--- src/rtl/spi_cb_pkg.sv ---
package spi_cb_pkg;

  typedef struct packed {
    logic sample;
    logic drive;
  } sclk_evt_t;

  function automatic logic mode_idle_high(int mode);
    return (mode == 2) || (mode == 3);
  endfunction

  // modes 1 and 2 take data on the leading edge
  function automatic logic mode_sample_lead(int mode);
    return (mode == 1) || (mode == 2);
  endfunction

endpackage

--- src/rtl/spi_cb_sync.sv ---
module spi_cb_sync
  import spi_cb_pkg::*;
#(
  parameter int MODE   = 0,
  parameter int STAGES = 2
) (
  input  logic      clk_i,
  input  logic      rst_ni,
  input  logic      sclk_i,
  input  logic      mosi_i,
  input  logic      sel_i,
  output sclk_evt_t evt_o,
  output logic      mosi_o,
  output logic      sel_o,
  output logic      sel_rise_o,
  output logic      sel_fall_o
);
  localparam int  CW        = 3 * STAGES;
  localparam logic IDLE_HI  = mode_idle_high(MODE);
  localparam logic SMP_LEAD = mode_sample_lead(MODE);

  logic [CW-1:0] chain;
  logic          sclk_q, sel_q;
  logic          sclk_s, mosi_s, sel_s;
  logic          rise, fall, lead, trail;

  always_ff @(posedge clk_i or negedge rst_ni) begin
    if (!rst_ni) begin
      chain  <= '0;
      sclk_q <= IDLE_HI;
      sel_q  <= 1'b0;
    end else begin
      chain  <= {chain[CW-4:0], sel_i, mosi_i, sclk_i};
      sclk_q <= sclk_s;
      sel_q  <= sel_s;
    end
  end

  assign sclk_s = chain[CW-3];
  assign mosi_s = chain[CW-2];
  assign sel_s  = chain[CW-1];

  assign rise = sclk_s & ~sclk_q;
  assign fall = ~sclk_s & sclk_q;

  if (IDLE_HI) begin : g_idle_hi
    assign lead  = fall;
    assign trail = rise;
  end else begin : g_idle_lo
    assign lead  = rise;
    assign trail = fall;
  end

  if (SMP_LEAD) begin : g_smp_lead
    assign evt_o.sample = sel_s & lead;
    assign evt_o.drive  = sel_s & trail;
  end else begin : g_smp_trail
    assign evt_o.sample = sel_s & trail;
    assign evt_o.drive  = sel_s & lead;
  end

  assign mosi_o     = mosi_s;
  assign sel_o      = sel_s;
  assign sel_rise_o = sel_s & ~sel_q;
  assign sel_fall_o = ~sel_s & sel_q;

endmodule

--- src/rtl/spi_cb_rx.sv ---
module spi_cb_rx
  import spi_cb_pkg::*;
#(
  parameter int W  = 8,
  parameter int CW = $clog2(W),
  parameter int BW = $clog2(W + 1)
) (
  input  logic          clk_i,
  input  logic          rst_ni,
  input  sclk_evt_t     evt_i,
  input  logic          mosi_i,
  input  logic          sel_i,
  input  logic          sel_rise_i,
  input  logic          sel_fall_i,
  output logic          last_bit_o,
  output logic [W-1:0]  rx_data_o,
  output logic [BW-1:0] rx_bits_o,
  output logic          rx_valid_o,
  output logic          end_o
);
  logic [W-1:0]  acc, acc_nxt;
  logic [CW-1:0] cnt;
  logic          fall_d;

  assign acc_nxt    = acc | (W'(mosi_i) << cnt);
  assign last_bit_o = evt_i.sample && (cnt == CW'(W - 1));

  always_ff @(posedge clk_i or negedge rst_ni) begin
    if (!rst_ni) begin
      acc        <= '0;
      cnt        <= '0;
      rx_data_o  <= '0;
      rx_bits_o  <= '0;
      rx_valid_o <= 1'b0;
      fall_d     <= 1'b0;
      end_o      <= 1'b0;
    end else begin
      rx_valid_o <= 1'b0;
      fall_d     <= sel_fall_i;
      end_o      <= fall_d;
      if (sel_rise_i) begin
        acc <= '0;
        cnt <= '0;
      end else if (sel_fall_i) begin
        if (cnt != '0) begin
          rx_data_o  <= acc;
          rx_bits_o  <= BW'(cnt);
          rx_valid_o <= 1'b1;
        end
        acc <= '0;
        cnt <= '0;
      end else if (evt_i.sample) begin
        if (last_bit_o) begin
          rx_data_o  <= acc_nxt;
          rx_bits_o  <= BW'(W);
          rx_valid_o <= 1'b1;
          acc        <= '0;
          cnt        <= '0;
        end else begin
          acc <= acc_nxt;
          cnt <= cnt + 1'b1;
        end
      end
    end
  end

  AST_RX_BITS_RANGE: assert property (@(posedge clk_i) disable iff (!rst_ni)
    rx_valid_o |-> (rx_bits_o != '0) && (rx_bits_o <= BW'(W)));
  AST_RX_FULL_SELECTED: assert property (@(posedge clk_i) disable iff (!rst_ni)
    (rx_valid_o && rx_bits_o == BW'(W)) |-> $past(sel_i));
  AST_END_AFTER_DESEL: assert property (@(posedge clk_i) disable iff (!rst_ni)
    end_o |-> !$past(sel_i, 2));
  AST_END_SINGLE: assert property (@(posedge clk_i) disable iff (!rst_ni)
    end_o |=> !end_o);

endmodule

--- src/rtl/spi_cb_tx.sv ---
module spi_cb_tx
  import spi_cb_pkg::*;
#(
  parameter int W = 8
) (
  input  logic         clk_i,
  input  logic         rst_ni,
  input  sclk_evt_t    evt_i,
  input  logic         last_bit_i,
  input  logic         sel_i,
  input  logic         sel_rise_i,
  input  logic         sel_fall_i,
  input  logic [W-1:0] tx_data_i,
  input  logic         tx_valid_i,
  output logic         miso_o,
  output logic         tx_req_o,
  output logic         underrun_o
);
  logic [W-1:0] hold, shreg;
  logic         hold_v, loaded, take;

  // a word is taken at the sample edge of its first bit
  assign take = evt_i.sample & ~loaded;

  always_ff @(posedge clk_i or negedge rst_ni) begin
    if (!rst_ni) begin
      hold       <= '0;
      hold_v     <= 1'b0;
      shreg      <= '0;
      loaded     <= 1'b0;
      tx_req_o   <= 1'b0;
      underrun_o <= 1'b0;
    end else begin
      tx_req_o <= sel_rise_i | take;
      if (tx_valid_i) begin
        hold   <= tx_data_i;
        hold_v <= 1'b1;
      end else if (take || sel_fall_i) begin
        hold_v <= 1'b0;
      end
      if (sel_rise_i) underrun_o <= 1'b0;
      else if (take && !hold_v) underrun_o <= 1'b1;
      if (sel_fall_i) begin
        shreg  <= '0;
        loaded <= 1'b0;
      end else if (take) begin
        shreg  <= hold_v ? hold : '0;
        loaded <= !last_bit_i;
      end else begin
        if (evt_i.drive && loaded) shreg <= shreg >> 1;
        if (last_bit_i) loaded <= 1'b0;
      end
    end
  end

  assign miso_o = sel_i & (loaded ? shreg[0] : (hold_v & hold[0]));

  AST_REQ_SINGLE: assert property (@(posedge clk_i) disable iff (!rst_ni)
    tx_req_o |=> !tx_req_o);
  AST_UNDERRUN_STICKY: assert property (@(posedge clk_i) disable iff (!rst_ni)
    (underrun_o && !sel_rise_i) |=> underrun_o);
  AST_UNDERRUN_CAUSE: assert property (@(posedge clk_i) disable iff (!rst_ni)
    $rose(underrun_o) |-> $past(evt_i.sample));

endmodule

--- src/rtl/spi_cb_slave.sv ---
module spi_cb_slave
  import spi_cb_pkg::*;
#(
  parameter int WORD_BITS   = 8,
  parameter int MODE        = 0,
  parameter int SYNC_STAGES = 2,
  localparam int BW         = $clog2(WORD_BITS + 1)
) (
  input  logic                 clk_i,
  input  logic                 rst_ni,
  input  logic                 sclk_i,
  input  logic                 mosi_i,
  input  logic                 sel_i,
  output logic                 miso_o,
  input  logic [WORD_BITS-1:0] tx_data_i,
  input  logic                 tx_valid_i,
  output logic                 tx_req_o,
  output logic [WORD_BITS-1:0] rx_data_o,
  output logic [BW-1:0]        rx_bits_o,
  output logic                 rx_valid_o,
  output logic                 end_o,
  output logic                 underrun_o
);
  sclk_evt_t evt;
  logic      mosi_s, sel_s, sel_rise, sel_fall, last_bit;

  spi_cb_sync #(.MODE(MODE), .STAGES(SYNC_STAGES)) u_sync (
    .clk_i      (clk_i),
    .rst_ni     (rst_ni),
    .sclk_i     (sclk_i),
    .mosi_i     (mosi_i),
    .sel_i      (sel_i),
    .evt_o      (evt),
    .mosi_o     (mosi_s),
    .sel_o      (sel_s),
    .sel_rise_o (sel_rise),
    .sel_fall_o (sel_fall)
  );

  spi_cb_rx #(.W(WORD_BITS)) u_rx (
    .clk_i      (clk_i),
    .rst_ni     (rst_ni),
    .evt_i      (evt),
    .mosi_i     (mosi_s),
    .sel_i      (sel_s),
    .sel_rise_i (sel_rise),
    .sel_fall_i (sel_fall),
    .last_bit_o (last_bit),
    .rx_data_o  (rx_data_o),
    .rx_bits_o  (rx_bits_o),
    .rx_valid_o (rx_valid_o),
    .end_o      (end_o)
  );

  spi_cb_tx #(.W(WORD_BITS)) u_tx (
    .clk_i      (clk_i),
    .rst_ni     (rst_ni),
    .evt_i      (evt),
    .last_bit_i (last_bit),
    .sel_i      (sel_s),
    .sel_rise_i (sel_rise),
    .sel_fall_i (sel_fall),
    .tx_data_i  (tx_data_i),
    .tx_valid_i (tx_valid_i),
    .miso_o     (miso_o),
    .tx_req_o   (tx_req_o),
    .underrun_o (underrun_o)
  );

  AST_NO_DATA_AT_END: assert property (@(posedge clk_i) disable iff (!rst_ni)
    end_o |-> !rx_valid_o);

endmodule

--- config.mk ---
export PLATFORM = sky130hd
export DESIGN_NAME = spi_cb_slave
export DESIGN_NICKNAME = d
export VERILOG_FILES = /design/src/rtl/spi_cb_pkg.sv /design/src/rtl/spi_cb_sync.sv /design/src/rtl/spi_cb_rx.sv /design/src/rtl/spi_cb_tx.sv /design/src/rtl/spi_cb_slave.sv
export SDC_FILE = /design/constraint.sdc
export NUM_CORES = 1
export LEC_CHECK = 0
export BUFFER_PORTS_ARGS = -buffer_cell sky130_fd_sc_hd__buf_2
export CORE_UTILIZATION = 55
export CTS_BUF_LIST = sky130_fd_sc_hd__clkbuf_4 sky130_fd_sc_hd__clkbuf_8
export CTS_CLUSTER_DIAMETER = 120
export DETAILED_ROUTE_END_ITERATION = 10
export GPL_TIMING_DRIVEN = 0
export PLACE_DENSITY = 0.78
export REMOVE_ABC_BUFFERS = 1
export SYNTH_ARGS = -nofsm -noshare
export SYNTH_HDL_FRONTEND = slang
export SYNTH_HIERARCHICAL = 1
export SYNTH_SLANG_ARGS = --single-unit
--- constraint.sdc ---
create_clock -name clk_i -period 2.1 [get_ports clk_i]
set_input_delay 0.21 -clock clk_i [delete_from_list [all_inputs] [get_ports clk_i]]
set_output_delay 0.21 -clock clk_i [all_outputs]
set_load 0.1 [all_outputs]
======== Word level (Yosys, flattened, before mapping) ========
Cells that the tools add are included.
storage, ports and cells
  bits in registers ....................... 54
  bits in latches ......................... 0
  bits in writable memories ............... 0
  bits in read-only memories .............. 0
  input bits .............................. 14
  output and inout port bits .............. 17
  logic and storage cells ................. 85
  memories kept ........................... 0
operators by class
  $add $sub $neg .......................... 1
  multipliers ............................. 0
  divide/modulo/power cells ............... 0
  magnitude comparators ................... 0
  equal/unequal tests ..................... 2
  shift operators ......................... 1
  multiplexer cells ....................... 33
  bitwise gates (word level) .............. 17
  reduce and logical (&&, ||, !) cells .... 15
operators by type and width
  operator                                                       number
  8-bit 2-to-1 mux                                               12
  4-bit 2-to-1 mux                                               4
  1-bit 2-to-1 mux                                               13
  3-bit 2-to-1 mux                                               4
  3-bit nonzero test                                             4
  1-bit AND                                                      9
  8-bit OR                                                       1
  2-bit nonzero test                                             4
  1-bit by 3-bit << shifter with 8-bit output                    1
  1-bit inverter                                                 6
  4-bit AND reduction                                            1
  3-bit by 1-bit adder with 3-bit output, second input constant  1
  3-bit == test, second input constant                           1
  1-bit logical AND                                              3
  1-bit zero test                                                2
  2-bit != test, second input constant                           1
  1-bit logical OR                                               1
  1-bit OR                                                       1

======== Depth between registers and ports, before layout ========
Gate-level depths: netlist of the first run.
  depth after elaboration ................. 8
  depth in mapped cells ................... 7

======== By module ========
Netlist of the first run, hierarchy kept.
by module, submodules not included
  module       times used  cells each  area each (um^2)  sequential area each (um^2)
  spi_cb_rx    1           108         1,188.6           650.6
  spi_cb_tx    1           76          914.6             500.5
  spi_cb_sync  1           12          232.7             200.2

======== Worst setup path after synthesis of the first run ========
Ideal clock, no wire load.
  path type ............................... register -> register
  from .................................... reg u_rx.cnt[1]
  to ...................................... reg u_rx.acc[5]
  arrival time ............................ 1.547 ns
  required time ........................... 2.028 ns
  slack ................................... 0.481 ns
  cell stages (with the launch flop) ...... 7
  path through ............................ dfrtp_1 ha_1 ha_1 and2_4 or3_1 buf_2 nor2_1
on the way
  cells in the longest elaborated chain, start to end .. 6
RTL lines
  element                 line                source
  start, declared         spi_cb_rx.sv:22     logic [CW-1:0] cnt;
  start signal, assigned  spi_cb_rx.sv:61     cnt <= cnt + 1'b1;
  3-bit == test           spi_cb_rx.sv:26     assign last_bit_o = evt_i.sample && (cnt == CW'(W - 1));
  1-bit logical AND       spi_cb_rx.sv:26
  net last_bit            spi_cb_slave.sv:25  logic mosi_s, sel_s, sel_rise, sel_fall, last_bit;
  8-bit 2-to-1 mux        spi_cb_rx.sv:53     if (last_bit_o) begin
  8-bit 2-to-1 mux        spi_cb_rx.sv:52     end else if (evt_i.sample) begin
  8-bit 2-to-1 mux        spi_cb_rx.sv:44     end else if (sel_fall_i) begin
  8-bit 2-to-1 mux        spi_cb_rx.sv:41     if (sel_rise_i) begin
  end signal, assigned    spi_cb_rx.sv:60     acc <= acc_nxt;
  end, declared           spi_cb_rx.sv:21     logic [W-1:0] acc, acc_nxt;
The timed path passes the listed nets, and every way through them passes these cells. The select of a mux whose other input is x is not followed.
A chain may end at the register's enable or synchronous reset.

======== Worst setup path in the final report of the first run ========
  from .................................... reg u_rx.cnt[0]
  to ...................................... reg u_rx.acc[4]
The elaborated chain is that of the path after synthesis.

==> key figures, run 1 <==
Finish
  – Commonest non-fill, non-tap cell in the layout: dfrtp_1
  – Final nets: 243
  – Layout area overhead: 12.43%
  – Area occupied by multi-input gates: 849.6 sq um
  – Fill count: 327
  – Diodes inserted: 0
  – Final core utilization: 0.6519
  – Share of layout cells above drive strength 1: 0.2952
  – Non-Filler Instances: around 280
  – Most frequent cells in the layout: dfrtp_1, buf_2, inv_1
  – Register area: 1351 sq um

CTS
  – Deepest clock path buffer count: 2
  – H-tree depth: 2
  – Clk pin slew, worst setup/hold paths: around 0.09 ns
  – CTS tree: done
  – Total CTS buffers: 5
  – Clk_lat worst skew: 0.30 ns
  – Clock sink total: 54
  – Post-CTS Setup Inserts: 0
  – Root Driver: clkbuf_8

Routing
  – WL met3: 141 um
  – Wl on met1: 1.902 mm
  – Routed length on met2: roughly 1.8 mm
  – Post-DRT Antenna Nets: 0
  – WL/cell: 14.20 um
  – Uppermost layer routed: met4
  – Remaining DRCs: 0
  – First-pass DRT Iterations: 5
  – DR iter-0 viols: 122
  – Total number of vias: between 1500 and 2000
  – Final WL: 3.933 mm
  – Via density per instance: between 5 and 6

STA
  – Slew margin rel.: 0.2426
  – Hold_ws: 0.01808 ns
  – Final cycle utilization of the critical path: 0.8939
  – Final setup vio count: 0
  – Slew Limit Fails: 0
  – RSZ-0062 raised after global routing: no
  – Min Tclk post-route: 1.877 ns
  – Highest Clock Rate: between 0.5 and 0.6 GHz
  – Least-Margin Pin Slew: 1.136 ns
  – Clock Skew: 0.009947 ns
  – Fin. Hold Viols: 0

Place
  – RePlAce Congestion: just over 0.8
  – Post-DP HPWL: 2.561 mm
  – Dpl cells: 267
  – I/O Buffers: 30

Min path
  – Worst Hold Class: in -> reg

Run status
  – Outcome: finished clean

Logic synthesis
  – Post-Synthesis Mean Instance Area: between 10 and 15 sq um
  – Ys Warns: 6
  – Yosys cell types: 41
  – Synthesized cell area: approximately 2300 sq um
  – Flops & latches, synth: 54
  – Mapped Cells: 196
  – Seq/Total Area, Yosys: 0.5785

Floorplanning
  – Height of the die: 67.17 um
  – CORE AREA: 4029 sq um
  – Die ar.: 4512 sq um
  – Die X: 67.17 um
  – Std cell rows: 23
  – Initial Utilization: 0.5798
  – # IOs: 31

Global routing
  – GRT Total Usage: 0.2035
  – First-pass GRT wire length: approximately 6.7 mm
  – Pin count of the biggest net entering global routing: 55
  – Grt ovf: 0
  – Initial antenna violation count: 0
  – Vias in the first global route: about 1500

Setup path
  – Critical path class: reg -> reg
  – CP Capture Type: flop
  – Req. time, crit path: 2.33 ns
  – Worst setup SP type: flop
  – Crit Path Max Fanout: 12
  – WP data arrival: 2.11 ns

Pwr
  – Max VDD drop: 0.5280 mV
  – Total power: 2165 uW
  – Leakage: 0.001246 uW
  – Cell Pwr Density: 824.5 nW/um^2

Flow run
  – MaxCap Viol Count: 0
==> routing by layer <==
metal | track usage | up-vias
met5 | 0 | -
met4 | 0.07713 | 0
met3 | 0.05743 | 7
met2 | 0.3063 | 35
met1 | 0.2792 | 743
li1 | - | 736
==> stage by stage <==
step / TNS, ns / worst slack, ns / area, sq um
floorplan: 0 / 0.3190 / 2282
global placement: 0 / 0.001939 / 2495
detailed placement: -0.02281 / -0.02281 / 2495
CTS: 0 / 0.2285 / 2606
global route: 0 / 0.1172 / 2626
finish: 0 / 0.2229 / 2626
==> path summary, 6_finish.rpt <==
kind / start / endpoint / slack (ns) / depth (start not counted)
worst min-delay path: mosi_i / u_sync/chain[1]$_DFF_PN0_ / 0.02 / 1
min in group asynchronous: rst_ni / u_rx/end_o$_DFF_PN0_ / 0.12 / 1
worst max register to register: u_rx/cnt[0]$_DFFE_PN0P_ / u_rx/acc[4]$_DFFE_PN0P_ / 0.22 / 5
max in group asynchronous: rst_ni / u_tx/shreg[6]$_DFFE_PN0P_ / 1.29 / 1
worst max-delay path: u_rx/cnt[0]$_DFFE_PN0P_ / u_rx/acc[4]$_DFFE_PN0P_ / 0.22 / 5
worst min register to register: u_rx/fall_d$_DFF_PN0_ / u_rx/end_o$_DFF_PN0_ / 0.36 / 0
==> sequential cells by signal, indices dropped and copies added, names as in the netlist <==
name and count:
u_rx/acc 8, u_rx/cnt 3, u_rx/end_o 1, u_rx/fall_d 1, u_rx/rx_bits_o 4, u_rx/rx_data_o 8, u_rx/rx_valid_o 1, u_sync/chain 6
u_sync/sclk_q 1, u_sync/sel_q 1, u_tx/hold 8, u_tx/hold_v 1, u_tx/loaded 1, u_tx/shreg 8, u_tx/tx_req_o 1, u_tx/underrun_o 1
==> cell type report <==
| cell class | instances | area share |
|---|---|---|
| well taps | 50 | 0.02382 |
| repair buffers | 32 | 0.06479 |
| clock buffers | 5 | 0.02620 |
| flip-flops and latches | 54 | 0.5145 |
| clock inverters | 3 | 0.01525 |
| multi-input cells | 112 | 0.3235 |
| inverters | 21 | 0.03192 |
==> synthesized netlist by cell type, drive strengths merged <==
cell type	instances	area [sq um]
mux2i	8	80.08
inv	20	75.07
a2bb2oi	1	8.760
nor3b	3	27.52
or3	2	17.52
a211o	1	17.52
nand2b	2	12.51
a31oi	6	37.54
clkbuf	1	5.000
a21oi	13	68.82
a22o	4	35.03
a31o	1	8.760
and3b	4	35.03
dfrtp	54	1351
nor2b	5	33.78
nand2	11	43.80
o21ai	3	15.01
and2	2	15.02
nor3	4	20.02
ha	3	37.54
o21ba	1	10.01
and2b	1	8.760
clkinv	1	8.760
a41oi	1	8.760
nor2	11	41.29
and3	1	11.26
and4bb	1	12.51
a22oi	7	87.58
o311a	1	10.01
buf	8	48.80
mux2	8	90.09
o211ai	7	52.55
==> timing repair <==
item,4_1_cts,5_1_grt
endpoints found under the hold margin,0,2
setup endpoints to repair,11,0
gates resized for setup,1,0
hold buffers,0,2
==> critical path, cell delays in order, from the launching register on <==
cell	delay [ns]
dfrtp_1	0.52
ha_1	0.27
ha_1	0.24
and2_4	0.19
or3_1	0.44
nor2_1	0.16
==> cells by family after synthesis <==
logic type                 after synthesis  share of synthesized area
AOI/OAI and AO/OA                       46                     0.1543
adders and majority gates                3                    0.01607
buffers and inverters                   30                    0.05892
DFF                                     54                     0.5785
muxes                                   16                    0.07285
and+or+nand+nor                         47                     0.1194
==> power by group <==
group | internal, uW | switching (uW) | total, uW | leakage [uW]
clock | 351 | 314 | 665 | 0.0000579
sequential | 1110 | 45.1 | 1150 | 0.000686
combinational | 104 | 242 | 346 | 0.000502
total | 1560 | 601 | 2170 | 0.00125
No activity file was read; power rests on OpenSTA's default activity.
==> run 2: changes to the inputs <==
==> constraint.sdc (replaced) <==
create_clock -name clk_i -period 2.1 [get_ports clk_i]
set_input_delay 0.105 -clock clk_i [delete_from_list [all_inputs] [get_ports clk_i]]
set_output_delay 0.105 -clock clk_i [all_outputs]
set_load 0.1 [all_outputs]
==> key figures, run 2 (synthesis gave the netlist of run 1 again) <==
Routing
  – DR iter-0 viols: 131
  – First-pass DRT Iterations: 5
  – Via density per instance: 5.507
  – WL/cell: about 14 um
  – Total number of vias: roughly 1500
  – Final WL: 3.932 mm
  – Post-DRT Antenna Nets: 0
  – Remaining DRCs: 0

Pwr
  – Total power: 2167 uW
  – Leakage: around 0.0013 uW
  – Cell Pwr Density: 821.8 nW/um^2
  – Max VDD drop: 0.5282 mV

Place
  – Placed instance area: 2495 sq um
  – I/O Buffers: 30
  – RePlAce Congestion: 0.8219
  – Post-DP HPWL: 2.561 mm

CTS
  – H-tree depth: 2
  – Root Driver: clkbuf_8
  – Total CTS buffers: 5
  – Clk_lat worst skew: 0.30 ns
  – Clk pin slew, worst setup/hold paths: ~0.10 ns
  – CTS tree: done
  – Deepest clock path buffer count: 2
  – Clock sink total: 54

STA
  – Final setup vio count: 0
  – Setup TNS: 0 ns
  – Slew margin rel.: 0.2416
  – Hold_ws: 0.01710 ns
  – Highest Clock Rate: 0.5330 GHz
  – Fin. Hold Viols: 0
  – RSZ-0062 raised after global routing: no
  – Final cycle utilization of the critical path: 0.8935
  – Least-Margin Pin Slew: around 1.1 ns
  – Slew Limit Fails: 0
  – Clock Skew: 0.009952 ns
  – Min Tclk post-route: 1.876 ns

Finish
  – Final core utilization: 0.6543
  – Final nets: 244
  – Share of layout cells above drive strength 1: 0.2939
  – Most frequent cells in the layout: dfrtp_1, buf_2, inv_1
  – Layout area overhead: 12.85%
  – Diodes inserted: 0
  – Commonest non-fill, non-tap cell in the layout: dfrtp_1
  – Post-route cell area: 2636 sq um

Global routing
  – Vias in the first global route: roughly 1500
  – Pin count of the biggest net entering global routing: 55
  – First-pass GRT wire length: 6.741 mm
  – Initial antenna violation count: 0
  – Grt ovf: 0
  – GRT Total Usage: 0.2039

Setup path
  – Crit Path Max Fanout: 12
  – WP data arrival: about 2.1 ns
  – FF-to-FF End: u_rx/acc[4]$_DFFE_PN0P_
  – Critical path class: reg -> reg
  – Req. time, crit path: 2.33 ns
  – Worst setup SP type: flop
  – Reg2Reg Setup Slack: 0.22 ns
  – CP Capture Type: flop
  – Worst r2r src: u_rx/cnt[0]$_DFFE_PN0P_
  – Register-to-Register Path Depth: 5

Run status
  – Outcome: finished clean

Floorplanning
  – Die ar.: roughly 4500 sq um
  – # IOs: 31
  – CORE AREA: 4029 sq um
  – Std cell rows: 23
  – Initial Utilization: 0.5798
  – Height of the die: 67.17 um
  – Die X: 67.17 um

Min path
  – Worst Hold Class: in -> async

Flow run
  – MaxCap Viol Count: 0
run 2: per-layer routing:
metal | GRT usage | part of all wire | routed length [um]
met4 | 0.07713 | 0.014 | 55
met1 | 0.2792 | 0.48 | 1905
met2 | 0.3075 | 0.47 | 1831
met5 | 0 | 0 | 0
met3 | 0.05743 | 0.036 | 141
run 2: metrics by stage:
| step | setup WS [ns] | cells |
|---|---|---|
| 2_1_floorplan | 0.3190 | 187 |
| 3_3_place_gp | 0.001939 | 267 |
| 3_5_place_dp | -0.02281 | 267 |
| 4_1_cts | 0.2285 | 278 |
| 5_1_grt | 0.1172 | 278 |
| 6_report | 0.2237 | 278 |
run 2: final cells by class:
cell class              instances  area [sq um]
multi-input cells             112         849.6
clock buffers                   5         68.82
well taps                      50         62.56
flip-flops and latches         54          1351
clock inverters                 3         40.04
fillers                       328          1393
repair buffers                 33         180.2
inverters                      21         83.83
run 2: power breakdown:
| part | switching, uW | internal, uW |
|---|---|---|
| logic | 242 | 106 |
| clock network | 314 | 351 |
| registers | 45.1 | 1110 |
| total | 601 | 1570 |
run 2: how the worst max path moves through the flow:
| stage | start | end |
|---|---|---|
| final | u_rx/cnt[0]$_DFFE_PN0P_ | u_rx/acc[4]$_DFFE_PN0P_ |
| after global routing | u_sync/chain[5]$_DFF_PN0_ | u_tx/shreg[7]$_DFFE_PN0P_ |
| after CTS | u_rx/cnt[0]$_DFFE_PN0P_ | u_rx/acc[4]$_DFFE_PN0P_ |
| after detailed placement | u_sync/chain[5]$_DFF_PN0_ | u_tx/shreg[7]$_DFFE_PN0P_ |
| after global placement | u_sync/chain[5]$_DFF_PN0_ | u_tx/shreg[7]$_DFFE_PN0P_ |
| after floorplan | u_sync/chain[5]$_DFF_PN0_ | u_rx/rx_bits_o[0]$_DFFE_PN0P_ |
run 2: what timing repair did:
| item | CTS | global route |
|---|---|---|
| gates resized for setup | 1 | 0 |
| hold buffers | 3 | 0 |
| endpoints found under the hold margin | 3 | 0 |
| endpoints found under the setup margin | 11 | 0 |
| setup buffers | 0 | 0 |
run 2: critical path, cell delays in order (launching register included):
cell and delay [ns]:
dfrtp_1 0.52, ha_1 0.27, ha_1 0.24, and2_4 0.19
or3_1 0.44, nor2_1 0.16
